File: src/rtl/upmu_pkg.sv
package upmu_pkg;

  localparam int NUM_OCC = 15;
  localparam int NUM_LAT = 8;
  localparam logic [7:0] OCC_LAST = 8'h0E;
  localparam logic [7:0] LAT_BASE = 8'h80;

  localparam int OFS_RUN   = 'h00;
  localparam int OFS_CEN   = 'h04;
  localparam int OFS_FLUSH = 'h08;
  localparam int OFS_MASK  = 'h0C;
  localparam int OFS_STAT  = 'h10;
  localparam int OFS_CLR   = 'h14;
  localparam int OFS_VER   = 'h18;
  localparam int OFS_SEL   = 'h20;
  localparam int OFS_CNT   = 'h40;

  typedef enum logic [1:0] {EV_NONE, EV_OCC, EV_LAT} ev_kind_e;

  function automatic ev_kind_e classify(input logic [7:0] code);
    if (code <= OCC_LAST) return EV_OCC;
    if (code >= LAT_BASE && code < LAT_BASE + 8'(NUM_LAT)) return EV_LAT;
    return EV_NONE;
  endfunction

endpackage

File: src/rtl/upmu_evt_mux.sv
module upmu_evt_mux
  import upmu_pkg::*;
#(
  parameter int LAT_W = 8
) (
  input  logic [7:0]                   code,
  input  logic [NUM_OCC-1:0]           pulse,
  input  logic [NUM_LAT-1:0][LAT_W-1:0] lat,
  input  logic                         occ_ok,
  input  logic                         lat_ok,
  output logic [LAT_W-1:0]             inc
);
  localparam int LAT_IW = $clog2(NUM_LAT);

  logic [15:0] pulse_pad;
  assign pulse_pad = 16'(pulse);

  always_comb begin
    inc = '0;
    unique case (classify(code))
      EV_OCC:  if (occ_ok && pulse_pad[code[3:0]]) inc = LAT_W'(1);
      EV_LAT:  if (lat_ok) inc = lat[code[LAT_IW-1:0]];
      default: inc = '0;
    endcase
  end
endmodule

File: src/rtl/upmu_cnt_slice.sv
module upmu_cnt_slice #(
  parameter int CNT_W = 48,
  parameter int INC_W = 8
) (
  input  logic             clk,
  input  logic             rst_n,
  input  logic             wr_lo,
  input  logic             wr_hi,
  input  logic [31:0]      wdata,
  input  logic [INC_W-1:0] inc,
  output logic [CNT_W-1:0] cnt,
  output logic             wrap
);
  localparam int HI_W = CNT_W - 32;
  localparam int SW   = CNT_W + 1;

  function automatic logic [SW-1:0] bump(input logic [CNT_W-1:0] v,
                                         input logic [INC_W-1:0] d);
    return {1'b0, v} + SW'(d);
  endfunction

  logic [SW-1:0] sum;
  assign sum  = bump(cnt, inc);
  assign wrap = sum[CNT_W] && !(wr_lo || wr_hi);

  always_ff @(posedge clk or negedge rst_n) begin
    if (!rst_n)     cnt <= '0;
    else if (wr_lo) cnt[31:0] <= wdata;
    else if (wr_hi) cnt[CNT_W-1:32] <= wdata[HI_W-1:0];
    else            cnt <= sum[CNT_W-1:0];
  end
endmodule

File: src/rtl/upmu_flush.sv
module upmu_flush (
  input  logic clk,
  input  logic rst_n,
  input  logic start,
  input  logic drained,
  output logic pend
);
  always_ff @(posedge clk or negedge rst_n) begin
    if (!rst_n)                pend <= 1'b0;
    else if (start)            pend <= 1'b1;
    else if (pend && drained)  pend <= 1'b0;
  end
endmodule

File: src/rtl/evt_count_unit.sv
module evt_count_unit
  import upmu_pkg::*;
#(
  parameter int          NUM_CNT = 4,
  parameter int          CNT_W   = 48,
  parameter int          LAT_W   = 8,
  parameter int          ADDR_W  = 8,
  parameter logic [31:0] VERSION = 32'h0001_0000
) (
  input  logic                     clk,
  input  logic                     rst_n,
  input  logic                     bus_wen,
  input  logic [ADDR_W-1:0]        bus_addr,
  input  logic [31:0]              bus_wdata,
  output logic [31:0]              bus_rdata,
  input  logic [NUM_OCC-1:0]       evt_pulse,
  input  logic [NUM_LAT*LAT_W-1:0] lat_inflight,
  output logic                     irq
);
  localparam int NUM_SEL = (NUM_CNT + 3) / 4;
  localparam int HI_W    = CNT_W - 32;

  function automatic logic hit(input logic [ADDR_W-1:0] a, input int ofs);
    return a == ADDR_W'(ofs);
  endfunction

  logic                               glob_en;
  logic [NUM_CNT-1:0]                 cen;
  logic [NUM_CNT-1:0]                 imask;
  logic [NUM_CNT-1:0]                 istat;
  logic [NUM_CNT-1:0]                 wrap;
  logic [NUM_CNT-1:0]                 stat_clr;
  logic [NUM_CNT-1:0][7:0]            evsel;
  logic [NUM_CNT-1:0][CNT_W-1:0]      cnt_q;
  logic [NUM_LAT-1:0][LAT_W-1:0]      lat_vec;
  logic                               flush_pend;
  logic                               flush_start;
  logic                               drained;

  assign lat_vec     = lat_inflight;
  assign drained     = (lat_inflight == '0);
  assign flush_start = bus_wen && hit(bus_addr, OFS_FLUSH) && bus_wdata[0];
  assign stat_clr    = (bus_wen && hit(bus_addr, OFS_CLR)) ? bus_wdata[NUM_CNT-1:0] : '0;
  assign irq         = |(istat & ~imask);

  always_ff @(posedge clk or negedge rst_n) begin
    if (!rst_n) begin
      glob_en <= 1'b0;
      cen     <= '0;
      imask   <= '1;
      istat   <= '0;
    end else begin
      if (bus_wen && hit(bus_addr, OFS_RUN))  glob_en <= bus_wdata[0];
      if (bus_wen && hit(bus_addr, OFS_CEN))  cen     <= bus_wdata[NUM_CNT-1:0];
      if (bus_wen && hit(bus_addr, OFS_MASK)) imask   <= bus_wdata[NUM_CNT-1:0];
      istat <= (istat & ~stat_clr) | wrap;
    end
  end

  upmu_flush u_flush (
    .clk     (clk),
    .rst_n   (rst_n),
    .start   (flush_start),
    .drained (drained),
    .pend    (flush_pend)
  );

  for (genvar i = 0; i < NUM_CNT; i++) begin : g_cnt
    logic [LAT_W-1:0] inc;
    logic             wr_lo;
    logic             wr_hi;

    assign wr_lo = bus_wen && hit(bus_addr, OFS_CNT + 8 * i);
    assign wr_hi = bus_wen && hit(bus_addr, OFS_CNT + 8 * i + 4);

    always_ff @(posedge clk or negedge rst_n) begin
      if (!rst_n) evsel[i] <= '0;
      else if (bus_wen && hit(bus_addr, OFS_SEL + 4 * (i / 4)))
        evsel[i] <= bus_wdata[8 * (i % 4) +: 8];
    end

    upmu_evt_mux #(.LAT_W(LAT_W)) u_mux (
      .code   (evsel[i]),
      .pulse  (evt_pulse),
      .lat    (lat_vec),
      .occ_ok (glob_en && cen[i]),
      .lat_ok (cen[i] && (glob_en || flush_pend)),
      .inc    (inc)
    );

    upmu_cnt_slice #(.CNT_W(CNT_W), .INC_W(LAT_W)) u_slice (
      .clk   (clk),
      .rst_n (rst_n),
      .wr_lo (wr_lo),
      .wr_hi (wr_hi),
      .wdata (bus_wdata),
      .inc   (inc),
      .cnt   (cnt_q[i]),
      .wrap  (wrap[i])
    );
  end

  always_comb begin
    bus_rdata = '0;
    if (hit(bus_addr, OFS_RUN))   bus_rdata[0] = glob_en;
    if (hit(bus_addr, OFS_CEN))   bus_rdata[NUM_CNT-1:0] = cen;
    if (hit(bus_addr, OFS_FLUSH)) bus_rdata[0] = flush_pend;
    if (hit(bus_addr, OFS_MASK))  bus_rdata[NUM_CNT-1:0] = imask;
    if (hit(bus_addr, OFS_STAT))  bus_rdata[NUM_CNT-1:0] = istat;
    if (hit(bus_addr, OFS_VER))   bus_rdata = VERSION;
    for (int k = 0; k < NUM_SEL; k++) begin
      if (hit(bus_addr, OFS_SEL + 4 * k)) begin
        for (int j = 0; j < 4; j++) begin
          if (4 * k + j < NUM_CNT) bus_rdata[8 * j +: 8] = evsel[4 * k + j];
        end
      end
    end
    for (int i = 0; i < NUM_CNT; i++) begin
      if (hit(bus_addr, OFS_CNT + 8 * i))     bus_rdata = cnt_q[i][31:0];
      if (hit(bus_addr, OFS_CNT + 8 * i + 4)) bus_rdata[HI_W-1:0] = cnt_q[i][CNT_W-1:32];
    end
  end
endmodule

File: config.mk
export PLATFORM = sky130hd
export DESIGN_NAME = evt_count_unit
export DESIGN_NICKNAME = d
export VERILOG_FILES = /design/src/rtl/upmu_pkg.sv /design/src/rtl/upmu_evt_mux.sv /design/src/rtl/upmu_cnt_slice.sv /design/src/rtl/upmu_flush.sv /design/src/rtl/evt_count_unit.sv
export SDC_FILE = /design/constraint.sdc
export NUM_CORES = 1
export LEC_CHECK = 0
export ABC_AREA = 0
export CORE_MARGIN = 2
export CORE_UTILIZATION = 30
export CTS_CLUSTER_DIAMETER = 120
export CTS_CLUSTER_SIZE = 25
export DETAILED_ROUTE_END_ITERATION = 10
export DONT_BUFFER_PORTS = 1
export PLACE_DENSITY = 0.53
export SYNTH_ARGS = -nofsm -noshare
export SYNTH_HDL_FRONTEND = slang
export SYNTH_HIERARCHICAL = 1
export SYNTH_SLANG_ARGS = --single-unit
File: constraint.sdc
create_clock -name clk -period 3.55 [get_ports clk]
set_input_delay 0.71 -clock clk [delete_from_list [all_inputs] [get_ports clk]]
set_output_delay 0.71 -clock clk [all_outputs]
set_load 0.01 [all_outputs]
# Word-level counts from Yosys, hierarchy flattened
# Cells that the tools add are included.
# word_totals
input_bits	122
out_inout_bits	33
word_cells	208
regBits	238
# op_classes
reduce_logical	49
mux	86
n_bitwise	5
n_lt_le_gt_ge	20
eq_ne	27
n_addsub	4
# ops
operator	n
two-way mux 32 bit	13
adder 48 x 8 -> 49 bit	4
two-way mux 16 bit	8
binary-select mux 8 bit (select 3 bit)	4
== test 8 x 7 -> 1 bit, second input constant	8
logical NOT 64 bit	1
two-way mux 8 bit	8
case mux 8 bit (2 select lines)	4
logical AND 1 bit	36
greater-or-equal comparator 8 bit, second input constant	4
less-or-equal comparator 8 x 4 -> 1 bit, second input constant	4
< comparator 8 bit, second input constant	4
two-way mux 2 bit	16
== test 8 x 5 -> 1 bit, second input constant	3
two-way mux 1 bit	24
< comparator 4 x 5 -> 1 bit, second input constant	4
two-way mux 17 bit	1
binary-select mux 1 bit (select 4 bit)	4
== test 8 x 4 -> 1 bit, second input constant	2
< comparator 3 x 4 -> 1 bit, second input constant	4
two-way mux 4 bit	4
bitwise AND 4 bit	2
== test 2 x 1 -> 1 bit, second input constant	4
== test 2 bit, second input constant	4
other kinds (10)	21

# Longest topological paths before layout
# logic_depth
depth_word	16
ltp_mapped	15
mapped_depth_nobuf	13

# Modules after synthesis
# The synthesis kept the hierarchy.
# modules_own_cells
module	area_per_inst_um2	seq_area_each_um2	cells_each	instances
upmu_cnt_slice (g_cnt[1].u_slice ...)	3201.8	1201.2	364	2
upmu_cnt_slice (g_cnt[0].u_slice ...)	3181.8	1201.2	362	2
evt_count_unit	4146.5	1131.1	487	1
upmu_evt_mux	734.5	0.0	59	4
upmu_flush	36.3	25.0	3	1

# Least setup slack after synthesis
# OpenSTA, ideal clock, no wires.
# synth_timing
path_kind	input to register
startpoint	in evt_pulse[7]
endpoint	reg istat[3]
setup_time_ns	0.118
stages	13
required_ns	3.432
n_path_buf	0
path_slack_ns	0.078
arrival_ns	3.354
path_cell_list	mux4_2 a2bb2oi_1 a32oi_1 o22ai_1 ha_1 fa_1 a211oi_1 or3_4 a21o_1 or2_1 nor3_4 and4_1 a21o_1
# synth_between
elab_chain_cells	8
# synth_lines
item	line_no	rtl
start, declared	evt_count_unit.sv:16	input logic [NUM_OCC-1:0] evt_pulse,
binary-select mux 1 bit (select 4 bit)	upmu_evt_mux.sv:21	EV_OCC: if (occ_ok && pulse_pad[code[3:0]]) inc = LAT_W'(1);
two-way mux 1 bit (not written as such)	upmu_evt_mux.sv:21	
logical AND 1 bit	upmu_evt_mux.sv:21	
two-way mux 1 bit	upmu_evt_mux.sv:21	
case mux 8 bit (2 select lines)	upmu_evt_mux.sv:20	unique case (classify(code))
named net g_cnt[3].inc[0]	evt_count_unit.sv:69	logic [LAT_W-1:0] inc;
adder 48 x 8 -> 49 bit	upmu_cnt_slice.sv:19	return {1'b0, v} + SW'(d);
logical AND 1 bit	upmu_cnt_slice.sv:24	assign wrap = sum[CNT_W] && !(wr_lo || wr_hi);
named net wrap[3]	evt_count_unit.sv:31	logic [NUM_CNT-1:0] wrap;
OR 4 bit	evt_count_unit.sv:56	istat <= (istat & ~stat_clr) | wrap;
end signal, assigned	evt_count_unit.sv:56	
end, declared	evt_count_unit.sv:30	logic [NUM_CNT-1:0] istat;
# The timed path passes the listed nets, and every way through them passes these cells. The select of a mux whose other input is x is not followed.
# A chain may end at the register's enable or synchronous reset.

# Worst setup path after layout
# layout_timing
startpoint	reg evsel[0] (netlist bit)
endpoint	reg g_cnt[0].u_slice.cnt[28]
# layout_between
elab_chain_cells	11
word_cells_on_any_way	23
classes_between	add/sub (1); order compare (3); eq/ne (2); mux (15); reduce/logical (2)
# layout_lines
item	line_no	rtl
start, declared	evt_count_unit.sv:33	logic [NUM_CNT-1:0][7:0] evsel;
start signal, assigned by index	evt_count_unit.sv:79	evsel[i] <= bus_wdata[8 * (i % 4) +: 8];
greater-or-equal comparator 8 bit or < comparator 8 bit (tied branches)	upmu_pkg.sv:22	if (code >= LAT_BASE && code < LAT_BASE + 8'(NUM_LAT)) return EV_LAT;
logical AND 1 bit	upmu_pkg.sv:22	
two-way mux 1 bit (2 in a row)	upmu_pkg.sv:22	
two-way mux 2 bit	upmu_pkg.sv:23	return EV_NONE;
two-way mux 2 bit	upmu_pkg.sv:22	
== test 2 bit or == test 2 x 1 -> 1 bit (tied branches)	upmu_evt_mux.sv:20	
case mux 8 bit (2 select lines) *	upmu_evt_mux.sv:20	
named net g_cnt[0].inc[2]	evt_count_unit.sv:69	
adder 48 x 8 -> 49 bit *	upmu_cnt_slice.sv:19	
two-way mux 32 bit *	upmu_cnt_slice.sv:29	else if (wr_hi) cnt[CNT_W-1:32] <= wdata[HI_W-1:0];
two-way mux 32 bit *	upmu_cnt_slice.sv:28	else if (wr_lo) cnt[31:0] <= wdata;
end signal, assigned	upmu_cnt_slice.sv:28	
end signal, assigned by index	upmu_cnt_slice.sv:29	
end signal, assigned	upmu_cnt_slice.sv:30	else cnt <= sum[CNT_W-1:0];
end, declared	upmu_cnt_slice.sv:11	output logic [CNT_W-1:0] cnt,
# The timed path passes the listed nets; every way through them passes the cells marked *. The select of a mux whose other input is x is not followed.

==> results_dict.tcl <==
set metrics [dict create \
    fp-row-count 94 \
    grt_pass1_wl_mm 135 \
    ant_nets 0 \
    dpl.hpwl_mm 70.7 \
    postSynthCellCount 2178 \
    ios 155 \
    seq_power_share_pct 50.7 \
    first_iter_violations 2659 \
    tns_ns -0.569 \
    initial_core_util_pct 30.2 \
    clock_path_buffers 3 \
    drv_slew 0 \
    maxCapViolCount 0 \
    io_buffer_count 0 \
    seq_area_mm2 0.00596 \
    yosysTopAreaCellShare_pct 29.4 \
    place.gp.congestion 0.995 \
    timing.final.ws_setup_ns -0.0946 \
    leakagePower_nw 9.46 \
    drive_gt1_share_pct 28.3 \
    rsz0062_at_grt "yes" \
    p_per_area_mw_per_mm2 260 \
    coreArea_mm2 0.0657 \
    max_slew.worst_pin.slew_ns 1.04 \
    max-vdd-ir-drop_mv 0.235 \
    hold_viol_final 228 \
    synth_area_leaders "dfrtp_1 (29%), mux4_1 (5.8%), mux2i_1 (4.3%)" \
    relSlewSlack_pct 30.0 \
    root_buffer "clkbuf_16" \
    die_h_um 261 \
    crit_chain "buf_12 > buf_8 > mux4_2 > mux2i_2 > buf_4 > nor2_2 > ha_1 > a211oi_2 > or3_4 > buf_6 > a211oi_4 > nand4_1 > xnor2_1 > mux2_4" \
    r2r_cells 14 \
    grt_util_all_layers_pct 26.7 \
    cts_tree "done" \
    placed_cells 3179 \
    final_nets 2529 \
    instances_no_fill 3242 \
    totalPowerFinal_w 0.00639 \
    synth_enable_flop_cells 0 \
    n_fill_cell 6541 \
    ys_types 93 \
    overflow 0 \
    clock_power_share_pct 30.0 \
    syn-cell-area_mm2 0.0199 \
    slowest_stage "mux4_2" \
    status "finished with violations" \
    grt_max_degree 239 \
    syn2layout_area_growth_pct 23.5 \
    skew_ns 0.0356 \
    comb_power_share_pct 19.3 \
    cp_slowest_stage_delay_ns 0.50 \
    ys_warn_count 6 \
    syn_area_per_cell_um2 9.13 \
    endpoint_kind "flip-flop" \
    numCtsBuffers 14 \
    yosysTopAreaCell "dfrtp_1" \
    first_global_vias 19200 \
    fin_util_pct 37.4 \
    hp-class "in2async" \
    drt-total-wl_mm 94.7 \
    multiInputGateArea_mm2 0.0140 \
    rr_endpoint "g_cnt[0].u_slice/cnt[28]" \
    antenna_found_initial 5 \
    final-setup-viol-count 17 \
    vias 20300 \
    start_kind "flip-flop" \
    synthesis.nets 2336 \
    fin_crit_sh_pct 103 \
    insertion_delay_ns 0.54 \
    crit_required_ns 3.95 \
    crit_path_max_fanout 8 \
    viasPerCell 6.26 \
    clock-sinks 238 \
    fmax_ghz 0.274 \
    yosysSeqAreaShare_pct 30.0 \
    internal-power_w 0.00439 \
    failed_checks "negative hold slack, negative setup slack" \
    r2r_start "evsel[0]" \
    firstDrtPassIters 9 \
    switchingPower_w 0.00201 \
    die_area_mm2 0.0684 \
    post-route-min-period_ns 3.64 \
    synth_ff_type "dfrtp_1" \
    r2r_slack_ns -0.09 \
    hold_slack_ns -0.134 \
    route.detailed.drc 0 \
    crit_type "reg2reg" \
    async_flop_share_pct 100 \
    swShare_pct 31.4 \
    yosys_register_bits 238 \
    htreeDepth 1 \
    crit_arrival_ns 4.05 \
    wl_per_cell_um 29.2 \
    clk_pin_slew_worst_paths_ns 0.12 \
    die_w_um 261 \
]
## flip-flops by register name (all words and copies together), names as in the netlist
name / cells
evsel: 32
cen: 4
glob_en: 1
u_flush/pend: 1
istat: 4
g_cnt.u_slice/cnt: 192
imask: 4
## synthesized netlist by cell type, types with 18 or more instances
library cell / instances
a211oi_1: 55
a21o_1: 33
a21oi_1: 64
a222oi_1: 24
a22oi_1: 42
a31oi_1: 30
and2_1: 22
and3_1: 32
and4_1: 22
buf_2: 33
clkbuf_1: 70
dfrtp_1: 234
ha_1: 32
inv_1: 48
mux2_2: 63
mux2i_1: 85
mux4_1: 44
mux4_2: 24
nand2_1: 225
nand3_1: 89
nand3b_1: 19
nand4_1: 68
nor2_1: 151
nor2b_1: 18
nor3_1: 26
nor4_1: 34
o211ai_1: 24
o21a_1: 20
o21ai_0: 167
o22ai_1: 27
xnor2_1: 48
xor2_1: 68
## worst max-delay path by stage
stage,from,to,slack (ns),cells after the start
2_1_floorplan,evt_pulse[7],istat[3],0.08,13
6_report,evsel[0],g_cnt[0].u_slice/cnt[28],-0.09,14
4_1_cts,evsel[16],g_cnt[2].u_slice/cnt[21],-0.04,14
3_3_place_gp,evt_pulse[7],g_cnt[3].u_slice/cnt[34],-0.42,13
3_5_place_dp,evt_pulse[7],g_cnt[3].u_slice/cnt[34],-0.47,13
5_1_grt,evsel[8],g_cnt[1].u_slice/cnt[21],-0.22,13
## layer usage
metal | share of wire, % | global-route usage, %
met5 | 0.018 | 0
met1 | 40 | 34.9
met4 | 5.2 | 10.3
met3 | 8.7 | 4.75
met2 | 47 | 44.0
## power groups by stage
stage	clock network [W]	registers [W]	logic (W)
2_1_floorplan	0	0.00311	0.000722
5_1_grt	0.00203	0.00326	0.00132
6_report	0.00192	0.00324	0.00123
3_3_place_gp	0	0.00326	0.00101
4_1_cts	0.00194	0.00322	0.00108
3_5_place_dp	0	0.00327	0.00103
## through the flow
step | worst slack [ns] | area, um2 | hold WS (ns)
floorplan | 0.0782 | 19900 | 0.414
global placement | -0.422 | 22500 | 0.424
detailed placement | -0.465 | 22500 | 0.426
CTS | -0.0446 | 23400 | -0.149
global route | -0.221 | 24600 | -0.150
finish | -0.0946 | 24600 | -0.134
## worst max-delay path: cells and delay by family (launching register included)
kind / cells / cell delay [ns]
multiplexers: 3 / 0.97
AND/OR/NAND/NOR: 3 / 0.62
buffers and inverters: 4 / 0.59
AO/OA/AOI/OAI: 2 / 0.46
flip-flops: 1 / 0.39
adder cells (fa/ha/maj): 1 / 0.32
XOR/XNOR: 1 / 0.16
## final cells by class
cell class                 count  area share [%]
sequential                   238            24.3
timing repair buffer         315            11.7
multi-input combinational   1744            57.0
tap                          864            4.40
inverter                      58           0.886
clock buffer                  16            1.58
clock inverter                 4           0.178
antenna                        3          0.0306
## what timing repair did
action,CTS,global route
cloned,1,4
setup buffers,10,33
endpoints found under the setup margin,148,140
pin swaps,32,103
hold endpoints to repair,234,234
gates resized for setup,91,235
## kinds of logic (layout without fill, tap and decap cells)
kind of cell	count (synthesis)	after routing	synth area share (%)
buffers and inverters	196	393	4.76
other	0	3	0
AO/OA/AOI/OAI	605	605	21.1
AND/OR/NAND/NOR	771	771	20.3
adder cells (fa/ha/maj)	36	36	2.42
flip-flops	238	238	30.0
multiplexers	216	216	16.4
XOR/XNOR	116	116	5.11
## cells in the final DEF (no fill, tap or decap), types with 32 or more instances in the layout
| cell | Yosys | routed |
|---|---|---|
| buf_6 | 12 | 32 |
| nand4_1 | 68 | 68 |
| a22oi_1 | 42 | 42 |
| mux2_2 | 63 | 61 |
| xnor2_1 | 48 | 47 |
| dfrtp_1 | 234 | 231 |
| mux2i_1 | 85 | 67 |
| o21ai_0 | 167 | 125 |
| buf_4 | 3 | 252 |
| nand3_1 | 89 | 83 |
| a21oi_1 | 64 | 53 |
| inv_1 | 48 | 47 |
| xor2_1 | 68 | 68 |
| mux4_2 | 24 | 52 |
| o21ai_1 | 1 | 37 |
| nor2_1 | 151 | 132 |
| nand2_1 | 225 | 223 |
(Power assumes the default switching activity.)
